File: config.mk
export PLATFORM = sky130hd
export DESIGN_NAME = tgt_rx_buffer
export DESIGN_NICKNAME = d
export VERILOG_FILES = /design/src/rtl/tgt_rxb_pkg.sv /design/src/rtl/rxb_fifo.sv /design/src/rtl/rxb_hold.sv /design/src/rtl/rxb_sticky.sv /design/src/rtl/tgt_rx_buffer.sv
export SDC_FILE = /design/constraint.sdc
export NUM_CORES = 1
export LEC_CHECK = 0
export ABC_AREA = 1
export BUFFER_PORTS_ARGS = -buffer_cell sky130_fd_sc_hd__clkbuf_2
export CORE_UTILIZATION = 30
export CTS_BUF_LIST = sky130_fd_sc_hd__clkbuf_4
export DETAILED_ROUTE_END_ITERATION = 8
export PLACE_DENSITY = 0.55
export RECOVER_POWER = 25
export SLEW_MARGIN = 20
export SYNTH_ARGS = -nofsm -noshare
export SYNTH_HDL_FRONTEND = slang
export SYNTH_SLANG_ARGS = --single-unit
export TNS_END_PERCENT = 100
File: constraint.sdc
create_clock -name clk -period 2.9 [get_ports clk]
set_input_delay 0.29 -clock clk [delete_from_list [all_inputs] [get_ports clk]]
set_output_delay 0.29 -clock clk [all_outputs]
set_load 0.03 [all_outputs]
File: src/rtl/tgt_rxb_pkg.sv
package tgt_rxb_pkg;
    localparam int BYTE_W = 8;
    localparam int N_ERR  = 2;
    localparam int ERR_RD  = 0;
    localparam int ERR_OVR = 1;
    typedef logic [BYTE_W-1:0] rx_byte_t;
endpackage

File: src/rtl/rxb_fifo.sv
module rxb_fifo #(
    parameter int DEPTH = 16,
    parameter int WIDTH = 8
) (
    input  logic             clk,
    input  logic             rst_n,
    input  logic             flush,
    input  logic             push,
    input  logic [WIDTH-1:0] push_data,
    input  logic             pop,
    output logic [WIDTH-1:0] head,
    output logic             empty,
    output logic             full
);
    localparam int AW = (DEPTH > 1) ? $clog2(DEPTH) : 1;
    localparam int CW = $clog2(DEPTH + 1);

    typedef struct packed {
        logic [DEPTH-1:0][WIDTH-1:0] mem;
        logic [AW-1:0]               wr;
        logic [AW-1:0]               rd;
        logic [CW-1:0]               cnt;
    } fifo_state_t;

    fifo_state_t s_d, s_q;
    logic push_ok, pop_ok;

    function automatic logic [AW-1:0] ptr_next(input logic [AW-1:0] p);
        return (p == AW'(DEPTH - 1)) ? '0 : p + AW'(1);
    endfunction

    assign empty = (s_q.cnt == '0);
    assign full  = (s_q.cnt == CW'(DEPTH));
    assign head  = s_q.mem[s_q.rd];
    assign push_ok = push && !full;
    assign pop_ok  = pop && !empty;

    always_comb begin
        s_d = s_q;
        if (flush) begin
            s_d.wr  = '0;
            s_d.rd  = '0;
            s_d.cnt = '0;
        end else begin
            if (push_ok) begin
                s_d.mem[s_q.wr] = push_data;
                s_d.wr          = ptr_next(s_q.wr);
            end
            if (pop_ok) begin
                s_d.rd = ptr_next(s_q.rd);
            end
            case ({push_ok, pop_ok})
                2'b10:   s_d.cnt = s_q.cnt + CW'(1);
                2'b01:   s_d.cnt = s_q.cnt - CW'(1);
                default: s_d.cnt = s_q.cnt;
            endcase
        end
    end

    always_ff @(posedge clk or negedge rst_n) begin
        if (!rst_n) s_q <= '0;
        else        s_q <= s_d;
    end
endmodule

File: src/rtl/rxb_hold.sv
module rxb_hold #(
    parameter int WIDTH = 8
) (
    input  logic             clk,
    input  logic             rst_n,
    input  logic             flush,
    input  logic             load,
    input  logic [WIDTH-1:0] load_data,
    input  logic             consume,
    output logic [WIDTH-1:0] data,
    output logic             full
);
    typedef struct packed {
        logic [WIDTH-1:0] data;
        logic             full;
    } hold_state_t;

    hold_state_t s_d, s_q;

    always_comb begin
        s_d = s_q;
        if (flush) begin
            s_d.data = '0;
            s_d.full = 1'b0;
        end else if (load) begin
            s_d.data = load_data;
            s_d.full = 1'b1;
        end else if (consume) begin
            s_d.full = 1'b0;
        end
    end

    always_ff @(posedge clk or negedge rst_n) begin
        if (!rst_n) s_q <= '0;
        else        s_q <= s_d;
    end

    assign data = s_q.data;
    assign full = s_q.full;
endmodule

File: src/rtl/rxb_sticky.sv
module rxb_sticky #(
    parameter int N = 2
) (
    input  logic         clk,
    input  logic         rst_n,
    input  logic [N-1:0] set,
    input  logic [N-1:0] clr,
    output logic [N-1:0] flags
);
    logic [N-1:0] flags_d, flags_q;

    always_comb begin
        for (int i = 0; i < N; i++) begin
            flags_d[i] = set[i] | (flags_q[i] & ~clr[i]);
        end
    end

    always_ff @(posedge clk or negedge rst_n) begin
        if (!rst_n) flags_q <= '0;
        else        flags_q <= flags_d;
    end

    assign flags = flags_q;
endmodule

File: src/rtl/tgt_rx_buffer.sv
module tgt_rx_buffer
    import tgt_rxb_pkg::*;
#(
    parameter int DEPTH = 16
) (
    input  logic              clk,
    input  logic              rst_n,
    input  logic              bus_push,
    input  logic [BYTE_W-1:0] bus_byte,
    input  logic              i2c_mode,
    output logic              bus_nack,
    input  logic              host_rd,
    output logic [BYTE_W-1:0] host_data,
    output logic              host_full,
    input  logic              flush,
    input  logic [N_ERR-1:0]  err_clr,
    output logic              rd_err,
    output logic              ovr_err
);
    typedef struct packed {
        logic     rd_ok;
        logic     rd_bad;
        logic     from_q;
        logic     direct;
        logic     refill;
        rx_byte_t refill_data;
        logic     q_push;
        logic     overrun;
    } ctl_t;

    ctl_t             ctl;
    rx_byte_t         q_head;
    logic             fifo_empty, fifo_full;
    logic [N_ERR-1:0] err_set, err_flags;

    always_comb begin
        ctl             = '0;
        ctl.rd_ok       = host_rd && host_full;
        ctl.rd_bad      = host_rd && !host_full;
        ctl.from_q      = !flush && (!host_full || ctl.rd_ok) && !fifo_empty;
        ctl.direct      = !flush && (!host_full || ctl.rd_ok) && fifo_empty && bus_push;
        ctl.refill      = ctl.from_q || ctl.direct;
        ctl.refill_data = ctl.from_q ? q_head : bus_byte;
        ctl.overrun     = !flush && bus_push && fifo_full;
        ctl.q_push      = !flush && bus_push && !fifo_full && !ctl.direct;
        err_set          = '0;
        err_set[ERR_RD]  = ctl.rd_bad;
        err_set[ERR_OVR] = ctl.overrun;
    end

    assign bus_nack = ctl.overrun && i2c_mode;

    rxb_fifo #(.DEPTH(DEPTH), .WIDTH(BYTE_W)) u_fifo (
        .clk       (clk),
        .rst_n     (rst_n),
        .flush     (flush),
        .push      (ctl.q_push),
        .push_data (bus_byte),
        .pop       (ctl.from_q),
        .head      (q_head),
        .empty     (fifo_empty),
        .full      (fifo_full)
    );

    rxb_hold #(.WIDTH(BYTE_W)) u_hold (
        .clk       (clk),
        .rst_n     (rst_n),
        .flush     (flush),
        .load      (ctl.refill),
        .load_data (ctl.refill_data),
        .consume   (ctl.rd_ok),
        .data      (host_data),
        .full      (host_full)
    );

    rxb_sticky #(.N(N_ERR)) u_err (
        .clk   (clk),
        .rst_n (rst_n),
        .set   (err_set),
        .clr   (err_clr),
        .flags (err_flags)
    );

    assign rd_err  = err_flags[ERR_RD];
    assign ovr_err = err_flags[ERR_OVR];
endmodule

==> results of run 1 <==
critical path, cell delays in order, from the launching register on:
cell,delay (ns)
sky130_fd_sc_hd__dfrtp_1,0.46
sky130_fd_sc_hd__nor2_1,0.21
sky130_fd_sc_hd__nand3_1,0.14
sky130_fd_sc_hd__nand2_2,0.13
sky130_fd_sc_hd__nand3_1,0.12
sky130_fd_sc_hd__inv_1,0.18
sky130_fd_sc_hd__ha_1,0.29
sky130_fd_sc_hd__a21oi_1,0.22
sky130_fd_sc_hd__nand2_1,0.07
sky130_fd_sc_hd__nand2_1,0.08
sky130_fd_sc_hd__nand2_1,0.05
sky130_fd_sc_hd__nand2_1,0.06
sky130_fd_sc_hd__nand2_1,0.05
sky130_fd_sc_hd__nand2_1,0.05
sky130_fd_sc_hd__nand2_1,0.05
cells in the final DEF (no fill, tap or decap), drive strengths merged, types with 6 or more instances in the layout:
cell         Yosys  layout
dfrtp          152     152
clkbuf          20      45
nor2            64      64
nand2          365     365
inv             80      82
clkinv           2       9
nand3          106     106
ha               8       8
buf             35       8
dlygate4sd3      0       6
a21oi           23      23
o21ai          130     130
cell usage after synthesis, types with 2 or more instances:
library cell               instances  share of area, %
sky130_fd_sc_hd__a21oi_1          14              0.91
sky130_fd_sc_hd__a21oi_2           8              0.91
sky130_fd_sc_hd__buf_1             7              0.34
sky130_fd_sc_hd__buf_2             9              0.58
sky130_fd_sc_hd__buf_6            17               2.5
sky130_fd_sc_hd__clkbuf_1         20              0.97
sky130_fd_sc_hd__clkinv_1          2             0.097
sky130_fd_sc_hd__dfrtp_1         152                49
sky130_fd_sc_hd__ha_1              8               1.3
sky130_fd_sc_hd__inv_1            78               3.8
sky130_fd_sc_hd__nand2_1         348                17
sky130_fd_sc_hd__nand2_4          16               2.3
sky130_fd_sc_hd__nand3_1         105               6.8
sky130_fd_sc_hd__nor2_1           62               3.0
sky130_fd_sc_hd__nor2_2            2              0.16
sky130_fd_sc_hd__nor3_1            4              0.26
sky130_fd_sc_hd__o21ai_0          17               1.1
sky130_fd_sc_hd__o21ai_1         112               7.2
sky130_fd_sc_hd__xor2_1            2              0.23
registers in the layout (all words and copies together) (netlist names):
name / count
u_err.flags: 2
u_hold.full: 1
u_hold.data: 8
u_fifo.s_q: 141
final timing paths:
check	start	to	slack, ns
min in group asynchronous	rst_n	u_fifo.s_q[120]	0.77
max in group asynchronous	rst_n	u_fifo.s_q[5]	0.91
worst max-delay path	u_fifo.s_q[0]	u_fifo.s_q[4]	0.62
worst min-delay path	bus_push	u_err.flags[1]	0.15
worst min register to register	u_fifo.s_q[28]	u_fifo.s_q[28]	0.48
worst max register to register	u_fifo.s_q[0]	u_fifo.s_q[4]	0.62
cell type report:
| type | count | area, sq um | area share (%) |
|---|---|---|---|
| Multi-Input combinational cell | 706 | 3260 | 39.2 |
| Sequential cell | 152 | 3800 | 45.7 |
| Tap cell | 330 | 413 | 4.96 |
| Clock buffer | 18 | 135 | 1.62 |
| Timing Repair Buffer | 41 | 280 | 3.37 |
| Antenna cell | 1 | 2.50 | 0.0301 |
| Inverter | 82 | 310 | 3.73 |
| Clock inverter | 14 | 108 | 1.29 |
layer usage:
| metal | wire, microns | vias up |
|---|---|---|
| li1 | - | 3170 |
| met1 | 9310 | 3007 |
| met2 | 9230 | 90 |
| met3 | 660 | 18 |
| met4 | 229 | 0 |
| met5 | 0 | - |
report_power, final:
group	internal, mW	switching [mW]
Clock	0.422	0.775
Sequential	2.29	0.0916
Combinational	0.245	0.554
metrics by stage:
step,util [%],power (mW)
2_1_floorplan,-,2.97
3_3_place_gp,31.7,3.21
3_5_place_dp,31.7,3.22
4_1_cts,32.9,4.43
5_1_grt,32.9,4.67
6_report,32.9,4.38
cells by family (layout without fill, tap and decap cells):
family                   after synthesis  in the layout  share of synthesized area (%)
AO/OA/AOI/OAI                        155            155                           10.7
AND/OR/NAND/NOR                      540            540                           29.7
flip-flops                           152            152                           49.1
XOR/XNOR                               2              2                          0.226
adder cells (fa/ha/maj)                9              9                           1.55
buffers and inverters                137            155                           8.73
other                                  0              1                              0
==> out/summary.json, run 1 <==
{
  "status": "finished with violations",
  "violations_in_the_final_reports": "max-capacitance violations, max-slew violations",
  "post-route-drc-count": 0,
  "die_h_microns": 163,
  "grt_pass1_wl_mm": 32.8,
  "warnings_synthesis": 0,
  "final-instance-count-excl-fill": 1344,
  "layout_setup_ws_ns": 0.623,
  "hold_class": "input pin to flop",
  "async_reset_ff_share_pct": 100,
  "period_needed_ns": 2.28,
  "globalplace.congestion": 0.782,
  "via_count_of_the_first_global_routing_pass": 6147,
  "placementRows": 58,
  "cp.arrival_ns": 2.74,
  "grt.overflow.total": 0,
  "drv_slew": 68,
  "min_delay_path_depth": 5,
  "maxClockFrequency_mhz": 439,
  "clock_path_buffers": 2,
  "ctsResizeCount": 0,
  "worst_ep_required_time_ns": 3.37,
  "buffer_ports.inserted": 27,
  "area_growth_syn_to_layout_pct": 7.42,
  "num_vias": 6285,
  "synth-seq-cells": 152,
  "end_kind": "flop",
  "cts.htree.levels": 4,
  "clk-insertion-delay-late_ns": 0.56,
  "top_level_ports": 28,
  "setup_tns_ns": 0,
  "reg2regPathDepth": 14,
  "clkSlewWorstSetupHoldPaths_ns": 0.13,
  "global_route.usage.met2_pct": 26.2,
  "num-fill-cells": 2713,
  "finalClockSkew_ns": 0.0198,
  "nNetsFinal": 1025,
  "synth-seq-area-share_pct": 49.1,
  "cts_root_buf": "sky130_fd_sc_hd__clkbuf_4",
  "detail-route-antenna-nets": 0,
  "synth_ff_type": "sky130_fd_sc_hd__dfrtp_1",
  "path_class": "flop to flop",
  "detailed_place.area_sq_um": 8020,
  "cts_post_setup_buffers_inserted": 0,
  "worstMarginPinSlew_ns": 1.86,
  "grt_antenna_before_repair": 1,
  "vdd_ir_drop_max_mv": 0.212,
  "holdBufCountCts": 6,
  "synth_fp_nets": 1020,
  "cellPowerDensity_nw_per_um2": 526,
  "cts_num_sinks": 152,
  "hold_violations": 0,
  "globalRouteTotalUtil_pct": 16.0,
  "cp_max_fo": 5,
  "synthesis.instances": 995,
  "vias_per_cell": 4.68,
  "avgRoutedWirePerCell_microns": 14.5,
  "rsz0062_at_grt": "no",
  "synth.avg_cell_area_sq_um": 7.78,
  "start_util_pct": 30.7,
  "global_route.peak_usage_layer": "met2",
  "synth_enable_flop_cells": 0,
  "dpl.cell_count": 1305,
  "drtPass1Iterations": 6,
  "design.core.area_sq_um": 25300,
  "tritoncts_clock_tree": "yes",
  "fp.dieW_microns": 163,
  "max_cap_violations": 1,
  "layout-drive-gt1-share_pct": 9.58,
  "timing.critical_path.from_type": "flop",
  "synth.cell_area_sq_um": 7740,
  "synth.distinct_cells": 31,
  "stdcell_area_sq_um": 8320,
  "grt_start_max_net_pins": 70,
  "detailedRoute.firstIterationViolations": 596,
  "pre_cts_ws_ns": 0.660,
  "holdWs_ns": 0.153,
  "slew_headroom_pct": -24.0,
  "floorplan.die_area_sq_um": 26500,
  "placed_wire_length_estimate_mm": 12.4,
  "number_of_failing_setup_endpoints_in_the_final_timing_report": 0,
  "cts_inserted_buffers": 17,
  "layout_worst_path_cycle_share_pct": 78.5,
  "grt_util_met3_pct": 3.13,
  "gr-usage-met1_pct": 21.5,
  "leakage_power_nw": 4.17,
  "routed_wl_mm": 19.4
}
Power figures use the tool's default switching activity.
==> run 2: changes to the inputs <==
- ABC_AREA: 1 -> 0
- clock period: 2.9 -> 2.1 ns (I/O delays scaled with it)
==> run 2 against run 1 <==
The run ends with max-capacitance violations, max-slew violations, negative setup slack left. Fmax is 4.9% lower. Synthesized area decreased by 6.5%. Via count down 23%. Worst setup slack got worse by 0.92 ns. Sequential power rose by 47%. Combinational power rose to 4.1 times the previous value. Worst hold slack worse by 0.024 ns. First-iteration DRC count decreased by 59%. Count of clock-buffer cells in the layout rose by 1. Die area decreased by 6.4%. Critical path type unchanged. Largest cell class unchanged.
==> out/summary.json, run 2 <==
{
  "synth_enable_flop_cells": 0,
  "largest_register": "u_fifo.s_q",
  "leakage_power_nw": 4.11,
  "hold_violations": 0,
  "clock_path_buffers": 2,
  "fp.dieW_microns": 157,
  "vias_per_cell": 5.00,
  "start_util_pct": 30.8,
  "family_with_the_most_delay_on_the_worst_path": "simple AND/OR/NAND/NOR gates",
  "synth.top_cells.by_count": "sky130_fd_sc_hd__dfrtp_1, sky130_fd_sc_hd__mux2_2, sky130_fd_sc_hd__nand2_1, sky130_fd_sc_hd__a21oi_1, sky130_fd_sc_hd__mux2i_1",
  "grt.overflow.total": 0,
  "number_of_failing_setup_endpoints_in_the_final_timing_report": 5,
  "top_level_ports": 28,
  "power.sequential.fraction_pct": 40.5,
  "holdWs_ns": 0.129,
  "slew_headroom_pct": -6.61,
  "grt_antenna_before_repair": 0,
  "hold_class": "input pin to flop",
  "switching_share_pct": 34.9,
  "status": "finished with violations",
  "intPower_mw": 5.62,
  "cellPowerDensity_nw_per_um2": 977,
  "synth-seq-cells": 152,
  "drtPass1Iterations": 4,
  "clock_power_share_pct": 21.5,
  "floorplan.die_area_sq_um": 24800,
  "grt_start_max_net_pins": 57,
  "synth.cell_area_sq_um": 7240,
  "critical_path.n_buffers_inverters": 0,
  "layout_worst_path_cycle_share_pct": 114,
  "num-fill-cells": 2306,
  "power_switching_mw": 3.02,
  "post-route-drc-count": 0,
  "detailedRoute.firstIterationViolations": 242,
  "area_growth_syn_to_layout_pct": 22.1,
  "synth.top_cell.area_share_pct": 52.5,
  "finalClockSkew_ns": 0.0262,
  "comb_power_share_pct": 38.0,
  "timing.hold.worst.start": "flush",
  "num_vias": 4830,
  "synth_fp_nets": 576,
  "maxClockFrequency_mhz": 418,
  "synth.most_common_cell": "sky130_fd_sc_hd__dfrtp_1",
  "via_count_of_the_first_global_routing_pass": 5096,
  "antenna_cells_inserted": 0,
  "synth-seq-area-share_pct": 52.5,
  "die_h_microns": 157,
  "cts.htree.levels": 4,
  "violations_in_the_final_reports": "max-capacitance violations, max-slew violations, negative setup slack",
  "timing.critical_path.from_type": "flop",
  "layout.cells.most_common_list": "sky130_fd_sc_hd__dfrtp_1, sky130_fd_sc_hd__mux2_2, sky130_fd_sc_hd__buf_4, sky130_fd_sc_hd__nand2_1, sky130_fd_sc_hd__clkbuf_2",
  "cp_max_fo": 4,
  "cts_inserted_buffers": 17,
  "flip_flop_count_of_the_largest_register_after_layout": 141,
  "max_cap_violations": 1,
  "critPathLaunch": "u_fifo.s_q[1]",
  "drv_slew": 56,
  "cts_num_sinks": 152,
  "vdd_ir_drop_max_mv": 0.357,
  "timing.critical_path.slowest_cell_delay_ns": 0.58,
  "placementRows": 56,
  "layout_setup_ws_ns": -0.295,
  "yosys.area.top_type": "sky130_fd_sc_hd__dfrtp_1",
  "worst_ep_required_time_ns": 2.56,
  "worstMarginPinSlew_ns": 1.60,
  "worstPathCellList": "or4_4 > a21oi_4 > ha_1 > a21o_1 > a21oi_2 > xor2_1 > nor2_1 > mux2_4",
  "buffer_ports.inserted": 27,
  "synthesis.instances": 551,
  "cp.arrival_ns": 2.85,
  "path_class": "flop to flop",
  "placed_wire_length_estimate_mm": 12.3,
  "rsz0062_at_grt": "yes",
  "period_needed_ns": 2.39,
  "clkSlewWorstSetupHoldPaths_ns": 0.14,
  "synth.distinct_cells": 42,
  "synth_ff_type": "sky130_fd_sc_hd__dfrtp_1",
  "layout-drive-gt1-share_pct": 47.0,
  "clk-insertion-delay-late_ns": 0.56,
  "pre_cts_ws_ns": -0.312,
  "end_kind": "flop",
  "synth.avg_cell_area_sq_um": 13.1,
  "globalRouteTotalUtil_pct": 15.3,
  "warnings_synthesis": 0,
  "cts_root_buf": "sky130_fd_sc_hd__clkbuf_4",
  "globalplace.congestion": 0.786,
  "routed_wl_mm": 17.8,
  "cpMaxStageDelayCell": "sky130_fd_sc_hd__or4_4",
  "async_reset_ff_share_pct": 100,
  "tritoncts_clock_tree": "yes",
  "grt_pass1_wl_mm": 28.5,
  "design.core.area_sq_um": 23500,
  "synth.top_cells.by_area": "sky130_fd_sc_hd__dfrtp_1, sky130_fd_sc_hd__mux2_2, sky130_fd_sc_hd__mux4_2",
  "detail-route-antenna-nets": 0,
  "nNetsFinal": 659,
  "reg2reg_from": "u_fifo.s_q[1]",
  "avgRoutedWirePerCell_microns": 18.5,
  "ff_latch_area_sq_um": 3810,
  "mostFrequentLayoutCell": "sky130_fd_sc_hd__dfrtp_1",
  "multi_input_area_sq_um": 3510
}
[run 2: path summary, 6_finish.rpt]
check                                  to  slack (ns)  depth (start not counted)
max                         u_fifo.s_q[3]       -0.29                          8
min                         u_fifo.s_q[7]        0.13                          3
min reg2reg                u_fifo.s_q[73]        0.50                          1
max reg2reg                 u_fifo.s_q[3]       -0.29                          8
max in group asynchronous  u_fifo.s_q[42]        0.19                          3
min in group asynchronous  u_fifo.s_q[15]        0.54                          2
[run 2: cells by family (layout without fill, tap and decap cells)]
group / Yosys count / count (layout) / share of synthesized area [%]
multiplexers: 172 / 172 / 28.8
flip-flops: 152 / 152 / 52.5
AND/OR/NAND/NOR: 94 / 94 / 6.65
AO/OA/AOI/OAI: 80 / 80 / 7.52
buffers and inverters: 40 / 136 / 2.35
adder cells (fa/ha/maj): 9 / 9 / 1.66
XOR/XNOR: 4 / 4 / 0.484
[run 2: what timing repair did]
item / CTS / global route
pin swaps: 6 / 9
hold buffers: 5 / 0
resized for setup: 36 / 43
endpoints found under the hold margin: 59 / 0
setup buffers: 6 / 3
setup endpoints to repair: 12 / 142
[run 2: worst register-to-register path: cells and delay by family (launching register included)]
family / cells / cell delay [ns]
AO/OA/AOI/OAI: 3 / 0.53
adder cells (fa/ha/maj): 1 / 0.26
flip-flops: 1 / 0.42
AND/OR/NAND/NOR: 2 / 0.65
XOR/XNOR: 1 / 0.19
multiplexers: 1 / 0.25
[run 2: final cells by class]
class | instances | share of cell area [%]
clock buffer | 19 | 1.61
multi-input combinational | 359 | 39.7
clock inverter | 13 | 1.64
sequential | 152 | 43.1
timing repair buffer | 98 | 9.22
tap | 319 | 4.51
inverter | 6 | 0.255
[run 2: power by group through the flow]
stage	Combinational, mW	Sequential, mW	Clock (mW)
after floorplan	1.61	3.64	0
after global placement	2.77	3.51	0
after CTS	3.04	3.49	1.91
final	3.28	3.50	1.86
after detailed placement	2.82	3.54	0
after global routing	3.56	3.53	2.03
[run 2: per-stage QoR]
step / power [mW] / TNS (ns) / area, sq um / utilization (%) / std cells
after CTS: 8.44 / -0.828 / 8700 / 37.0 / 965
after detailed placement: 6.36 / -1.22 / 8180 / 34.7 / 922
after global routing: 9.12 / -4.57 / 8840 / 37.6 / 966
final: 8.64 / -0.828 / 8840 / 37.6 / 966
after global placement: 6.28 / -0.939 / 8180 / 34.7 / 922
after floorplan: 5.25 / -1.27 / 7300 / - / 551
[run 2: layer usage]
metal / vias to the layer above / global-route usage (%) / part of all wire (%)
met5: - / 0 / 0
met4: 0 / 4.90 / 1.3
met3: 15 / 3.08 / 2.5
met2: 74 / 25.1 / 48
met1: 2541 / 20.2 / 48
li1: 2200 / - / -
